**config.mk**
```make
export PLATFORM = sky130hd
export DESIGN_NAME = cfg_unlock_port
export DESIGN_NICKNAME = d
export VERILOG_FILES = /design/src/rtl/cfg_unlock_pkg.sv /design/src/rtl/cfg_key_matcher.sv /design/src/rtl/cfg_global_regs.sv /design/src/rtl/cfg_ldn_bank.sv /design/src/rtl/cfg_unlock_port.sv
export SDC_FILE = /design/constraint.sdc
export NUM_CORES = 1
export LEC_CHECK = 0
export ABC_AREA = 0
export BUFFER_PORTS_ARGS = -buffer_cell sky130_fd_sc_hd__buf_2
export CORE_UTILIZATION = 55
export CTS_BUF_LIST = sky130_fd_sc_hd__clkbuf_2
export CTS_CLUSTER_SIZE = 14
export DETAILED_ROUTE_END_ITERATION = 10
export GPL_TIMING_DRIVEN = 1
export PLACE_DENSITY_LB_ADDON = 0.15
export SLEW_MARGIN = 20
export SYNTH_ARGS = -nofsm -noshare
export SYNTH_HDL_FRONTEND = slang
export SYNTH_SLANG_ARGS = --single-unit
```
**constraint.sdc**
```tcl
create_clock -name clk_i -period 2.45 [get_ports clk_i]
set_input_delay 0 -clock clk_i [delete_from_list [all_inputs] [get_ports clk_i]]
set_output_delay 0 -clock clk_i [all_outputs]
set_load 0.05 [all_outputs]
```
**src/rtl/cfg_unlock_pkg.sv**
```systemverilog
`timescale 1ns/1ps
package cfg_unlock_pkg;
  localparam logic [7:0] IDX_EXIT      = 8'h02;
  localparam logic [7:0] IDX_LDN       = 8'h07;
  localparam logic [7:0] IDX_ID_HI     = 8'h20;
  localparam logic [7:0] IDX_ID_LO     = 8'h21;
  localparam logic [7:0] IDX_FLASH     = 8'h24;
  localparam logic [7:0] IDX_DEV_FIRST = 8'h30;
  localparam logic [7:0] IDX_BASE_HI   = 8'h64;
  localparam logic [7:0] IDX_BASE_LO   = 8'h65;

  localparam logic [7:0] EXIT_CODE   = 8'h02;
  localparam logic [7:0] KEY0        = 8'h87;
  localparam logic [7:0] KEY1        = 8'h01;
  localparam logic [7:0] KEY2        = 8'h55;
  localparam logic [7:0] KEY_LAST_LO = 8'h55;
  localparam logic [7:0] KEY_LAST_HI = 8'hAA;
  localparam logic [7:0] LOCKED_READ = 8'hFF;

  localparam int FLASH_BITS = 6;

  typedef enum logic [1:0] {
    ST_IDLE,
    ST_GOT0,
    ST_GOT1,
    ST_GOT2
  } key_st_e;
endpackage

```
**src/rtl/cfg_key_matcher.sv**
```systemverilog
`timescale 1ns/1ps
module cfg_key_matcher
  import cfg_unlock_pkg::*;
#(
  parameter logic [7:0] LAST_KEY = 8'h55
) (
  input  logic       clk_i,
  input  logic       rst_ni,
  input  logic       en_i,
  input  logic [7:0] byte_i,
  output logic       hit_o
);
  key_st_e    st_q, st_d;
  logic [7:0] want;

  always_comb begin
    case (st_q)
      ST_IDLE: want = KEY0;
      ST_GOT0: want = KEY1;
      ST_GOT1: want = KEY2;
      default: want = LAST_KEY;
    endcase
  end

  assign hit_o = en_i && (st_q == ST_GOT2) && (byte_i == LAST_KEY);

  always_comb begin
    st_d = st_q;
    if (en_i) begin
      if (byte_i == want) begin
        case (st_q)
          ST_IDLE: st_d = ST_GOT0;
          ST_GOT0: st_d = ST_GOT1;
          ST_GOT1: st_d = ST_GOT2;
          default: st_d = ST_IDLE;
        endcase
      end else begin
        // a stray first-key byte counts as a fresh start
        st_d = (byte_i == KEY0) ? ST_GOT0 : ST_IDLE;
      end
    end
  end

  always_ff @(posedge clk_i or negedge rst_ni) begin
    if (!rst_ni) st_q <= ST_IDLE;
    else         st_q <= st_d;
  end
endmodule

```
**src/rtl/cfg_global_regs.sv**
```systemverilog
`timescale 1ns/1ps
module cfg_global_regs
  import cfg_unlock_pkg::*;
#(
  parameter logic [15:0] CHIP_ID = 16'h8716
) (
  input  logic       clk_i,
  input  logic       rst_ni,
  input  logic       wr_en_i,
  input  logic [7:0] idx_i,
  input  logic [7:0] wdata_i,
  output logic [7:0] ldn_o,
  output logic [7:0] flash_ctrl_o,
  output logic       exit_o,
  output logic [7:0] rdata_o
);
  logic [7:0]            ldn_q;
  logic [FLASH_BITS-1:0] flash_q;

  assign exit_o       = wr_en_i && (idx_i == IDX_EXIT) && (wdata_i == EXIT_CODE);
  assign ldn_o        = ldn_q;
  assign flash_ctrl_o = {{(8-FLASH_BITS){1'b0}}, flash_q};

  always_ff @(posedge clk_i or negedge rst_ni) begin
    if (!rst_ni) begin
      ldn_q   <= '0;
      flash_q <= '0;
    end else if (wr_en_i) begin
      if (idx_i == IDX_LDN)   ldn_q   <= wdata_i;
      if (idx_i == IDX_FLASH) flash_q <= wdata_i[FLASH_BITS-1:0];
    end
  end

  always_comb begin
    case (idx_i)
      IDX_LDN:   rdata_o = ldn_q;
      IDX_ID_HI: rdata_o = CHIP_ID[15:8];
      IDX_ID_LO: rdata_o = CHIP_ID[7:0];
      IDX_FLASH: rdata_o = flash_ctrl_o;
      default:   rdata_o = 8'h00;
    endcase
  end
endmodule

```
**src/rtl/cfg_ldn_bank.sv**
```systemverilog
`timescale 1ns/1ps
module cfg_ldn_bank
  import cfg_unlock_pkg::*;
#(
  parameter int NUM_LDN   = 8,
  parameter int FLASH_LDN = 7
) (
  input  logic        clk_i,
  input  logic        rst_ni,
  input  logic        wr_en_i,
  input  logic [7:0]  ldn_i,
  input  logic [7:0]  idx_i,
  input  logic [7:0]  wdata_i,
  output logic [7:0]  rdata_o,
  output logic [15:0] base_o
);
  localparam int SEL_W = (NUM_LDN > 1) ? $clog2(NUM_LDN) : 1;

  logic [7:0]       hi_q [NUM_LDN];
  logic [7:0]       lo_q [NUM_LDN];
  logic             ldn_ok;
  logic [SEL_W-1:0] sel;

  assign ldn_ok = int'(ldn_i) < NUM_LDN;
  assign sel    = ldn_i[SEL_W-1:0];

  for (genvar l = 0; l < NUM_LDN; l++) begin : g_dev
    logic [7:0] hi_r, lo_r;
    logic       hit;
    assign hit = wr_en_i && (int'(ldn_i) == l);
    always_ff @(posedge clk_i or negedge rst_ni) begin
      if (!rst_ni) begin
        hi_r <= '0;
        lo_r <= '0;
      end else if (hit) begin
        if (idx_i == IDX_BASE_HI) hi_r <= wdata_i;
        if (idx_i == IDX_BASE_LO) lo_r <= wdata_i;
      end
    end
    assign hi_q[l] = hi_r;
    assign lo_q[l] = lo_r;
  end

  always_comb begin
    rdata_o = 8'h00;
    if (ldn_ok) begin
      if (idx_i == IDX_BASE_HI) rdata_o = hi_q[sel];
      if (idx_i == IDX_BASE_LO) rdata_o = lo_q[sel];
    end
  end

  assign base_o = {hi_q[FLASH_LDN], lo_q[FLASH_LDN]};
endmodule

```
**src/rtl/cfg_unlock_port.sv**
```systemverilog
`timescale 1ns/1ps
module cfg_unlock_port
  import cfg_unlock_pkg::*;
#(
  parameter int                ADDR_W    = 16,
  parameter logic [ADDR_W-1:0] BASE_PORT = 'h2E,
  parameter logic [15:0]       CHIP_ID   = 16'h8716,
  parameter int                NUM_LDN   = 8,
  parameter int                FLASH_LDN = 7
) (
  input  logic              clk_i,
  input  logic              rst_ni,
  input  logic              io_wr_i,
  input  logic [ADDR_W-1:0] io_addr_i,
  input  logic [7:0]        io_wdata_i,
  output logic [7:0]        io_rdata_o,
  output logic              cfg_mode_o,
  output logic [7:0]        flash_ctrl_o,
  output logic [15:0]       flash_base_o
);
  localparam logic [ADDR_W-1:0] DATA_PORT = BASE_PORT + ADDR_W'(1);
  localparam logic [7:0] LAST_KEY = (BASE_PORT == ADDR_W'('h4E)) ? KEY_LAST_HI : KEY_LAST_LO;

  logic       cfg_q;
  logic [7:0] index_q;
  logic       idx_wr, data_wr, key_hit, exit_cmd, is_dev;
  logic [7:0] ldn, glb_rd, dev_rd;

  assign idx_wr  = io_wr_i && (io_addr_i == BASE_PORT);
  assign data_wr = io_wr_i && (io_addr_i == DATA_PORT) && cfg_q;
  assign is_dev  = index_q >= IDX_DEV_FIRST;

  cfg_key_matcher #(.LAST_KEY(LAST_KEY)) u_key (
    .clk_i  (clk_i),
    .rst_ni (rst_ni),
    .en_i   (idx_wr && !cfg_q),
    .byte_i (io_wdata_i),
    .hit_o  (key_hit)
  );

  cfg_global_regs #(.CHIP_ID(CHIP_ID)) u_glb (
    .clk_i        (clk_i),
    .rst_ni       (rst_ni),
    .wr_en_i      (data_wr && !is_dev),
    .idx_i        (index_q),
    .wdata_i      (io_wdata_i),
    .ldn_o        (ldn),
    .flash_ctrl_o (flash_ctrl_o),
    .exit_o       (exit_cmd),
    .rdata_o      (glb_rd)
  );

  cfg_ldn_bank #(.NUM_LDN(NUM_LDN), .FLASH_LDN(FLASH_LDN)) u_dev (
    .clk_i   (clk_i),
    .rst_ni  (rst_ni),
    .wr_en_i (data_wr && is_dev),
    .ldn_i   (ldn),
    .idx_i   (index_q),
    .wdata_i (io_wdata_i),
    .rdata_o (dev_rd),
    .base_o  (flash_base_o)
  );

  always_ff @(posedge clk_i or negedge rst_ni) begin
    if (!rst_ni) begin
      cfg_q   <= 1'b0;
      index_q <= '0;
    end else begin
      if (key_hit)       cfg_q <= 1'b1;
      else if (exit_cmd) cfg_q <= 1'b0;
      if (key_hit)                index_q <= '0;
      else if (idx_wr && cfg_q)   index_q <= io_wdata_i;
    end
  end

  always_comb begin
    io_rdata_o = LOCKED_READ;
    if (cfg_q) begin
      if (io_addr_i == BASE_PORT)      io_rdata_o = index_q;
      else if (io_addr_i == DATA_PORT) io_rdata_o = is_dev ? dev_rd : glb_rd;
    end
  end

  assign cfg_mode_o = cfg_q;
endmodule

```
; Yosys cells after proc, flatten, opt, wreduce, memory -nomap -nowiden
; Cells that the tools add are included.
[word_totals]
reg_bits = 153
inputBits = 27
output_inout_bits = 33
word_cells = 113
[classes]
n_lt_le_gt_ge = 3
eq_ne = 23
muxes = 22
bitwise = 1
reduce_logical = 43
[ops]
columns = cell, count
row1 = two-way mux 8 bit, 13
row2 = binary-select mux 8 bit (select 3 bit), 2
row3 = AND reduction 2 bit, 18
row4 = "== test 16 x 6 -> 1 bit, second input constant", 2
row5 = "== test 8 x 4 -> 1 bit, second input constant", 4
row6 = one-hot mux 8 bit (4 select lines), 1
row7 = "== test 8 x 2 -> 1 bit, second input constant", 3
row8 = "== test 8 x 3 -> 1 bit, second input constant", 3
row9 = "== test 8 x 6 -> 1 bit, second input constant", 3
row10 = "== test 8 x 7 -> 1 bit, second input constant", 3
row11 = logical AND 1 bit, 19
row12 = one-hot mux 8 bit (2 select lines), 1
row13 = == test 8 bit, 1
row14 = "== test 8 bit, second input constant", 1
row15 = ">= comparator 8 x 6 -> 1 bit, second input constant", 1
row16 = logical NOT 8 bit, 1
row17 = "less-than comparator 8 x 4 -> 1 bit, second input constant", 1
row18 = one-hot mux 2 bit (3 select lines), 1
row19 = "== test 2 bit, second input constant", 2
row20 = ">= comparator 4 bit, second input constant", 1
row21 = NOT 3 -> 4 bit, 1
row22 = nonzero test 2 bit, 2
row23 = two-way mux 1 bit, 3
row24 = "== test 2 x 1 -> 1 bit, second input constant", 1
row25 = 3 further kinds, 4

; Longest topological paths before layout
; Gate-level depths: netlist of run 1.
[logic_depth]
depth_word = 11
depth_mapped = 8
depth_no_buf = 7

; Hierarchy
; Synthesis of run 1 repeated with hierarchy kept, for this count alone.
[hier_totals]
cells_unflattened = 586
area_unflattened_um2 = 7877.6
[by_module_without_submodules]
columns = mod, instances, cells_each, area_each_um2, seq_area_each_um2
row1 = cfg_ldn_bank, 1, 419, 6112.1, 3203.1
row2 = cfg_global_regs, 1, 58, 757.0, 350.3
row3 = cfg_unlock_port, 1, 75, 705.7, 225.2
row4 = cfg_key_matcher, 1, 34, 302.8, 50.0

; Worst setup path after synthesis of run 1
; Ideal clock, no wire load.
[synth_timing]
path_kind = reg2out
start = register u_glb.ldn_q[1] (netlist: u_glb.ldn_o[1])
end = output io_rdata_o[4]
arrival_time_ns = 2.926
required_time_ns = 2.450
slack_ns = -0.476
path_stages_with_launch = 9
path_buffers = 3
cell_sequence = dfrtp_1 > clkbuf_1 > buf_1 > clkbuf_1 > mux2i_1 > a21o_1 > o22ai_1 > a21oi_1 > o21ai_0
[synth_via]
elab_chain_cells = 11
word_cells_on_any_way = 15
classes_between = order compare: 1 / mux: 13 / bitwise: 1
[synth_lines]
columns = element, line
row1 = from (decl), cfg_global_regs.sv:17  ; logic [7:0] ldn_q;
row2 = from (signal assigned), cfg_global_regs.sv:29  ; if (idx_i == IDX_LDN) ldn_q <= wdata_i;
row3 = NOT 3 -> 4 bit (implied by the code), "cfg_ldn_bank.sv:47, cfg_ldn_bank.sv:48"
row4 = binary-select mux 8 bit (select 3 bit), cfg_ldn_bank.sv:47  ; if (idx_i == IDX_BASE_HI) rdata_o = hi_q[sel];
row5 = two-way mux 8 bit (implied by the code) (2 in a row), cfg_ldn_bank.sv:47
row6 = two-way mux 8 bit, cfg_ldn_bank.sv:47
row7 = two-way mux 8 bit, cfg_ldn_bank.sv:48  ; if (idx_i == IDX_BASE_LO) rdata_o = lo_q[sel];
row8 = two-way mux 8 bit (*), cfg_ldn_bank.sv:46  ; if (ldn_ok) begin
row9 = two-way mux 8 bit (*) (2 in a row), cfg_unlock_port.sv:80  ; else if (io_addr_i == DATA_PORT) io_rdata_o = is_dev ? dev_rd : glb_rd;
row10 = two-way mux 8 bit (*), cfg_unlock_port.sv:79  ; if (io_addr_i == BASE_PORT) io_rdata_o = index_q;
row11 = two-way mux 8 bit (*), cfg_unlock_port.sv:78  ; if (cfg_q) begin
row12 = to (decl), cfg_unlock_port.sv:16  ; output logic [7:0] io_rdata_o,
; Every way passes the cells marked *; elsewhere a longest branch is shown, timed or not. The select of a mux whose other input is x is not followed.

; Worst setup path after layout of run 1
[layout_timing]
start = register u_glb.ldn_q[1] (netlist: u_glb.ldn_o[1])
end = output io_rdata_o[7]
; The elaborated chain is that of the path after synthesis.

==> impl_metrics.tcl, run 1 <==
set metrics [dict create \
    multi_input_area_um2 3930 \
    antenna_found_initial 1 \
    clock-sinks 153 \
    first_pass_iters 5 \
    overflow 0 \
    max_freq_ghz 0.358 \
    cts.clk_slew.worst_paths_ns 0.23 \
    htree_levels 4 \
    required_ns 2.45 \
    critPathCaptureType "output port" \
    critPathLaunchType "register" \
    initial_core_util_pct 57.4 \
    root_buffer "clkbuf_2" \
    netlist_instances 578 \
    ir_drop_mv 0.413 \
    status "finished with violations" \
    routed_wl_mm 20.8 \
    layout.area.seq_um2 3830 \
    synthToLayoutAreaGrowth_pct 24.9 \
    rsz0062_at_grt "true" \
    final_common_cell "dfrtp_1" \
    ant_nets 0 \
    grt_pass1_vias 5790 \
    ys_warn_count 0 \
    ys_seq_elements 153 \
    grt_use_total_pct 31.1 \
    grt_max_degree 62 \
    drc 0 \
    arrival_ns 2.80 \
    wl_per_cell_um 23.1 \
    period_share_pct 114 \
    max_stage_delay_ns 0.57 \
    cts-buffers-inserted 17 \
    avgViaCountPerCell 6.17 \
    fillers 933 \
    yosys.area.top_type "dfrtp_1" \
    finalWorstSetupSlack_ns -0.346 \
    synthArstFlopShare_pct 100 \
    die_h_um 120 \
    nets 746 \
    ioPinCount 60 \
    synth-edff-count 0 \
    critPathSlowestCell "mux4_2" \
    critical_path.top_delay_family "multiplexers" \
    syn_area_per_cell_um2 13.4 \
    netlist.area_leader.share_pct 49.6 \
    gp_congestion 0.970 \
    fp.coreArea_um2 13500 \
    crit_chain "buf_12, mux4_2, mux2i_2, o2bb2ai_2, o32a_1, buf_6" \
    finalCriticalPeriod_ns 2.80 \
    slew_headroom_pct 60.2 \
    maxCapViolations 0 \
    grt_first_pass_wirelength_mm 33.2 \
    fp.dieW_um 120 \
    holdCritPathClass "in -> reg" \
    routed-via-count 5568 \
    rows 42 \
    synth_flop_cell "dfrtp_1" \
    cts_tree "done" \
    drive_gt1_share_pct 43.9 \
    tightest_slew_ns 0.593 \
    yosysSeqAreaShare_pct 49.6 \
    synthDistinctLibCells 56 \
    drtIter0Drc 401 \
    fin_hold_ws_ns 0.149 \
    final-hold-violation-count 0 \
    mostFrequentLayoutCells "dfrtp_1 (149), mux2_1 (88), mux2_2 (60), buf_4 (51), buf_2 (48)" \
    clock_latency_ns 0.70 \
    fin_skew_ns 0.0220 \
    finalInstanceArea_um2 9640 \
    leakage_nw 4.63 \
    die_area_um2 14500 \
    port_buffers 57 \
    dpl-instance-area_um2 8670 \
    crit_buf_inv 2 \
    finalSetupViolations 8 \
    crit_type "reg -> out" \
    drv_slew 0 \
    clk_path_buf_depth 2 \
    power_density_nw_per_um2 425 \
    hpwl_mm 14.2 \
    syn_area_um2 7720 \
    synthTopCellsByArea "dfrtp_1 (50%), mux2_1 (13%), mux2_2 (8.8%), mux4_2 (8.2%), nand2_1 (2.1%)" \
    worst-path-max-fanout 7 \
    violations "setup timing" \
]
## per-layer routing
layer | up-vias | GRT usage [%] | share of wire (%) | routed length, um
met4 | 0 | 7.41 | 1.5 | 320
met3 | 21 | 5.00 | 4.8 | 1000
met2 | 190 | 50.7 | 48 | 9960
met1 | 2934 | 43.9 | 46 | 9560
li1 | 2423 | - | - | -
met5 | - | 0 | 0 | 0
## cells by family (layout without fill, tap and decap cells)
| family | count (synthesis) | in the layout | share of synthesized area [%] |
|---|---|---|---|
| compound gates | 39 | 39 | 3.52 |
| buf+inv | 43 | 190 | 2.19 |
| other cells | 1 | 3 | 0.0486 |
| mux | 190 | 190 | 31.6 |
| simple gates | 145 | 145 | 12.0 |
| xor+xnor | 1 | 1 | 0.113 |
| fa+ha+maj | 6 | 6 | 0.973 |
| flops | 153 | 153 | 49.6 |
## cell usage after synthesis, types with 2 or more instances
library cell / n
nand4_1: 5
a221o_1: 2
nor4_4: 2
nand2b_1: 3
or2_2: 2
and3_1: 3
ha_1: 6
dfrtp_1: 153
or4_1: 4
nand2_1: 43
or3_1: 2
nor2_1: 16
nand3b_1: 3
o2111ai_1: 2
nor2_4: 12
mux4_2: 28
nor4bb_1: 3
and2_1: 2
a22oi_1: 3
mux2i_1: 14
buf_1: 7
nand3_1: 9
buf_4: 2
or4b_1: 2
o32a_1: 5
mux2_2: 60
inv_1: 4
nor4_1: 7
o22ai_1: 6
o21ai_0: 6
nor3b_1: 2
nand4b_1: 2
clkbuf_1: 30
mux2_1: 88
nand4_2: 3
nand3_2: 2
nor3_1: 6
a21oi_1: 8
nor2b_1: 4
## final cells by class
class | instances | share of cell area, %
Antenna cell | 1 | 0.0260
Tap cell | 176 | 2.28
Sequential cell | 153 | 39.8
Inverter | 4 | 0.156
Multi-Input combinational cell | 383 | 40.8
Clock inverter | 15 | 1.49
Timing Repair Buffer | 154 | 14.6
Clock buffer | 17 | 0.883
## worst paths after layout
kind | start | endpoint | slack, ns | cells after the start
hold reg to reg | u_dev.g_dev[2].hi_r[2] | u_dev.g_dev[2].hi_r[2] | 0.51 | 1
max in group asynchronous | rst_ni | u_glb.ldn_o[0] | 1.72 | 4
setup reg to reg | u_glb.ldn_o[1] | u_dev.g_dev[0].hi_r[1] | 0.09 | 8
min in group asynchronous | rst_ni | u_dev.g_dev[4].lo_r[6] | 0.40 | 4
hold / removal | io_addr_i[15] | index_q[2] | 0.15 | 7
setup / recovery | u_glb.ldn_o[1] | io_rdata_o[7] | -0.35 | 6
## power breakdown
group          total (mW)  switching [mW]  internal [mW]  leakage [nW]
Combinational       0.188           0.136         0.0520          2.38
Clock                1.38           0.989          0.392         0.135
Sequential           2.53       0.0000212           2.53          2.12
Total                4.10            1.12           2.97          4.63
## metrics by stage
stage,setup TNS (ns),utilization (%),cells,worst slack (ns),power (mW)
4_1_cts,-2.89,70.7,895,-0.391,4.13
5_1_grt,-3.33,71.7,903,-0.465,4.24
3_5_place_dp,-0.0242,64.4,828,-0.00633,2.74
3_3_place_gp,-0.664,64.4,828,-0.0336,2.73
2_1_floorplan,-0.0960,-,579,-0.0960,2.62
6_report,-2.17,71.7,903,-0.346,4.10
## sequential cells by signal, summed over array words and instances, names as in the netlist
| register | flops |
|---|---|
| cfg_mode_o | 1 |
| index_q | 8 |
| u_dev.g_dev.hi_r | 64 |
| u_dev.g_dev.lo_r | 64 |
| u_glb.flash_q | 6 |
| u_glb.ldn_o | 8 |
| u_key.st_q | 2 |
## tightest hold or removal path: cells and delay by family
family / cells / cell delay (ns)
and+or+nand+nor: 5 / 0.59
buffers and inverters: 2 / 0.25
## timing repair
item	4_1_cts	5_1_grt
endpoints found under the hold margin	306	0
setup endpoints to repair	8	21
setup buffers	15	7
hold buffers	19	0
pin swaps	15	11
gates cloned	1	0
gates resized for setup	67	17
Note: power is estimated with default switching activity, not from simulation.
==> run 2, diff against run 1 <==
- SETUP_SLACK_MARGIN: default -> 0.2
- TNS_END_PERCENT: default -> 5
==> run 2 against run 1 <==
The flow still finishes with violations (setup timing). Worst hold slack got worse by 0.016 ns. Routed wire length rose by 7.2%. Maximum frequency shrank 3.0%. Non-clock buffer count shrank 4. Global-route usage is 0.44 points higher. Total power is 0.91% higher. Clock skew grew 0.014 ns. Sequential cell count is the same. Register-to-register slack worse by 0.06 ns. Core utilization grew 2.3 points. Clock-buffer cell count up 1. Via count increased by 1.4%. Highest routed layer unchanged.
==> impl_metrics.tcl, run 2 (synthesis results as in run 1) <==
set metrics [dict create \
    cts.clk_slew.worst_paths_ns 0.21 \
    cts-buffers-inserted 17 \
    slew_headroom_pct 48.5 \
    power_density_nw_per_um2 415 \
    htree_levels 4 \
    grt_first_pass_wirelength_mm 33.2 \
    rows 42 \
    worst-path-max-fanout 6 \
    cts_tree "done" \
    holdCritPathClass "in -> reg" \
    avgViaCountPerCell 6.28 \
    port_buffers 57 \
    final-hold-violation-count 0 \
    initial_core_util_pct 57.4 \
    die_h_um 120 \
    required_ns 2.45 \
    drive_gt1_share_pct 50.7 \
    pre_cts_ws_ns -0.0390 \
    power.total_mw 4.14 \
    grt_pass1_vias 5692 \
    final_common_cell "dfrtp_1" \
    finalInstanceArea_um2 9960 \
    max_stage_delay_ns 0.49 \
    root_buffer "clkbuf_2" \
    dpl-instance-area_um2 8710 \
    die_area_um2 14500 \
    crit_path_frequent_cell "buf_4" \
    mostFrequentLayoutCells "dfrtp_1 (147), mux2_4 (94), buf_2 (48), buf_4 (46), nand2_1 (43)" \
    critPathLaunchType "register" \
    intPower_mw 3.06 \
    period_share_pct 118 \
    hpwl_mm 14.7 \
    max_freq_ghz 0.347 \
    finalWorstSetupSlack_ns -0.433 \
    ant_nets 0 \
    maxCapViolations 0 \
    routed-via-count 5644 \
    nets 742 \
    fp.coreArea_um2 13500 \
    tightest_slew_ns 0.772 \
    clock_latency_ns 0.74 \
    grt_use_total_pct 31.5 \
    crit_type "reg -> out" \
    comb_power_share_pct 4.5 \
    fp.dieW_um 120 \
    drc 0 \
    p_sw_mw 1.08 \
    pwr-share-seq_pct 61.2 \
    crit_chain "nor4_4, buf_4, nand4_1, buf_4, or2_4, o2bb2ai_1, o32a_1, buf_6" \
    rsz0062_at_grt "true" \
    first_pass_iters 5 \
    drtIter0Drc 420 \
    fin_skew_ns 0.0363 \
    ir_drop_mv 0.345 \
    routed_wl_mm 22.3 \
    status "finished with violations" \
    leakage_nw 4.65 \
    antenna_found_initial 1 \
    hold_start "io_addr_i[13]" \
    finalCriticalPeriod_ns 2.88 \
    switching_share_pct 26.0 \
    arrival_ns 2.88 \
    finalSetupViolations 8 \
    pwr-share-clk_pct 34.3 \
    clock-sinks 153 \
    critPathSlowestCell "dfrtp_2" \
    critPathCaptureType "output port" \
    gp_congestion 0.984 \
    drv_slew 0 \
    violations "setup timing" \
    grt_max_degree 80 \
    overflow 0 \
    wl_per_cell_um 24.8 \
    ioPinCount 60 \
    synthToLayoutAreaGrowth_pct 29.0 \
    r2r_start "u_glb.ldn_o[7]" \
    startpoint "u_glb.ldn_o[7]" \
    top_regs "u_dev.g_dev.hi_r x64, u_dev.g_dev.lo_r x64" \
    clk_path_buf_depth 2 \
]
[run 2: cell types whose count changed in the layout (fill, tap and decap cells not counted), moves of 3 or more]
| cell | delta |
|---|---|
| buf_4 | -5 |
| mux2_4 | +94 |
| mux2_2 | -39 |
| nand2_1 | +4 |
| mux2_1 | -55 |
| nand2_2 | -4 |
| buf_6 | +3 |
[run 2: stage by stage]
step / setup TNS (ns) / hold slack [ns] / utilization (%) / instances
3_3_place_gp: -0.410 / 0.0886 / 64.8 / 828
6_report: -3.02 / 0.133 / 74.0 / 899
2_1_floorplan: 0 / -0.296 / - / 579
5_1_grt: -4.07 / 0.130 / 74.0 / 899
4_1_cts: -3.36 / 0.0511 / 69.9 / 886
3_5_place_dp: -0.356 / 0.0949 / 64.8 / 828
[run 2: power by group through the flow]
stage               Combinational, mW  Clock [mW]  Sequential (mW)
finish                          0.188        1.42             2.53
CTS                             0.183        1.45             2.53
detailed placement              0.164           0             2.57
global placement                0.159           0             2.57
floorplan                      0.0474           0             2.57
global route                    0.205        1.54             2.53
[run 2: area by class of cell]
type                    count  area, um2
multi-input cells         383       4290
flip-flops and latches    153       3840
fillers                   854       3500
repair buffers            150       1350
well taps                 176        220
clock inverters            14        148
clock buffers              18       90.1
inverters                   4       15.0
diodes                      1       2.50
[run 2: critical path, delay by kind of cell, from the launching register on]
kind | cells | cell delay, ns
AND/OR/NAND/NOR | 3 | 0.69
flip-flops | 1 | 0.49
buffers and inverters | 3 | 0.54
AO/OA/AOI/OAI | 2 | 0.45
[run 2: worst paths after layout]
check,endpoint,slack [ns],cells after the start
max in group asynchronous,u_dev.g_dev[1].hi_r[0],1.27,4
worst max register to register,u_dev.g_dev[3].lo_r[5],0.03,9
worst min-delay path,index_q[0],0.13,7
worst max-delay path,io_rdata_o[7],-0.43,8
worst min register to register,u_dev.g_dev[3].lo_r[0],0.52,1
min in group asynchronous,u_dev.g_dev[1].hi_r[3],0.37,3
[run 2: repair_timing]
item	4_1_cts	5_1_grt
pin swaps	10	27
gates resized for setup	54	117
setup endpoints to repair	95	151
endpoints found under the hold margin	306	0
hold buffers	18	0
buffers inserted	8	12
[run 2: routing by layer]
metal  routed length (um)  global-route usage (%)  part of all wire, %  vias to the layer above
met5                    0                       0                    0                        -
met2                10900                    50.9                   49                      201
li1                     -                       -                    -                     2426
met1                10100                    44.5                   45                     2985
met3                 1120                    5.05                  5.0                       32
met4                  265                    8.80                  1.2                        0
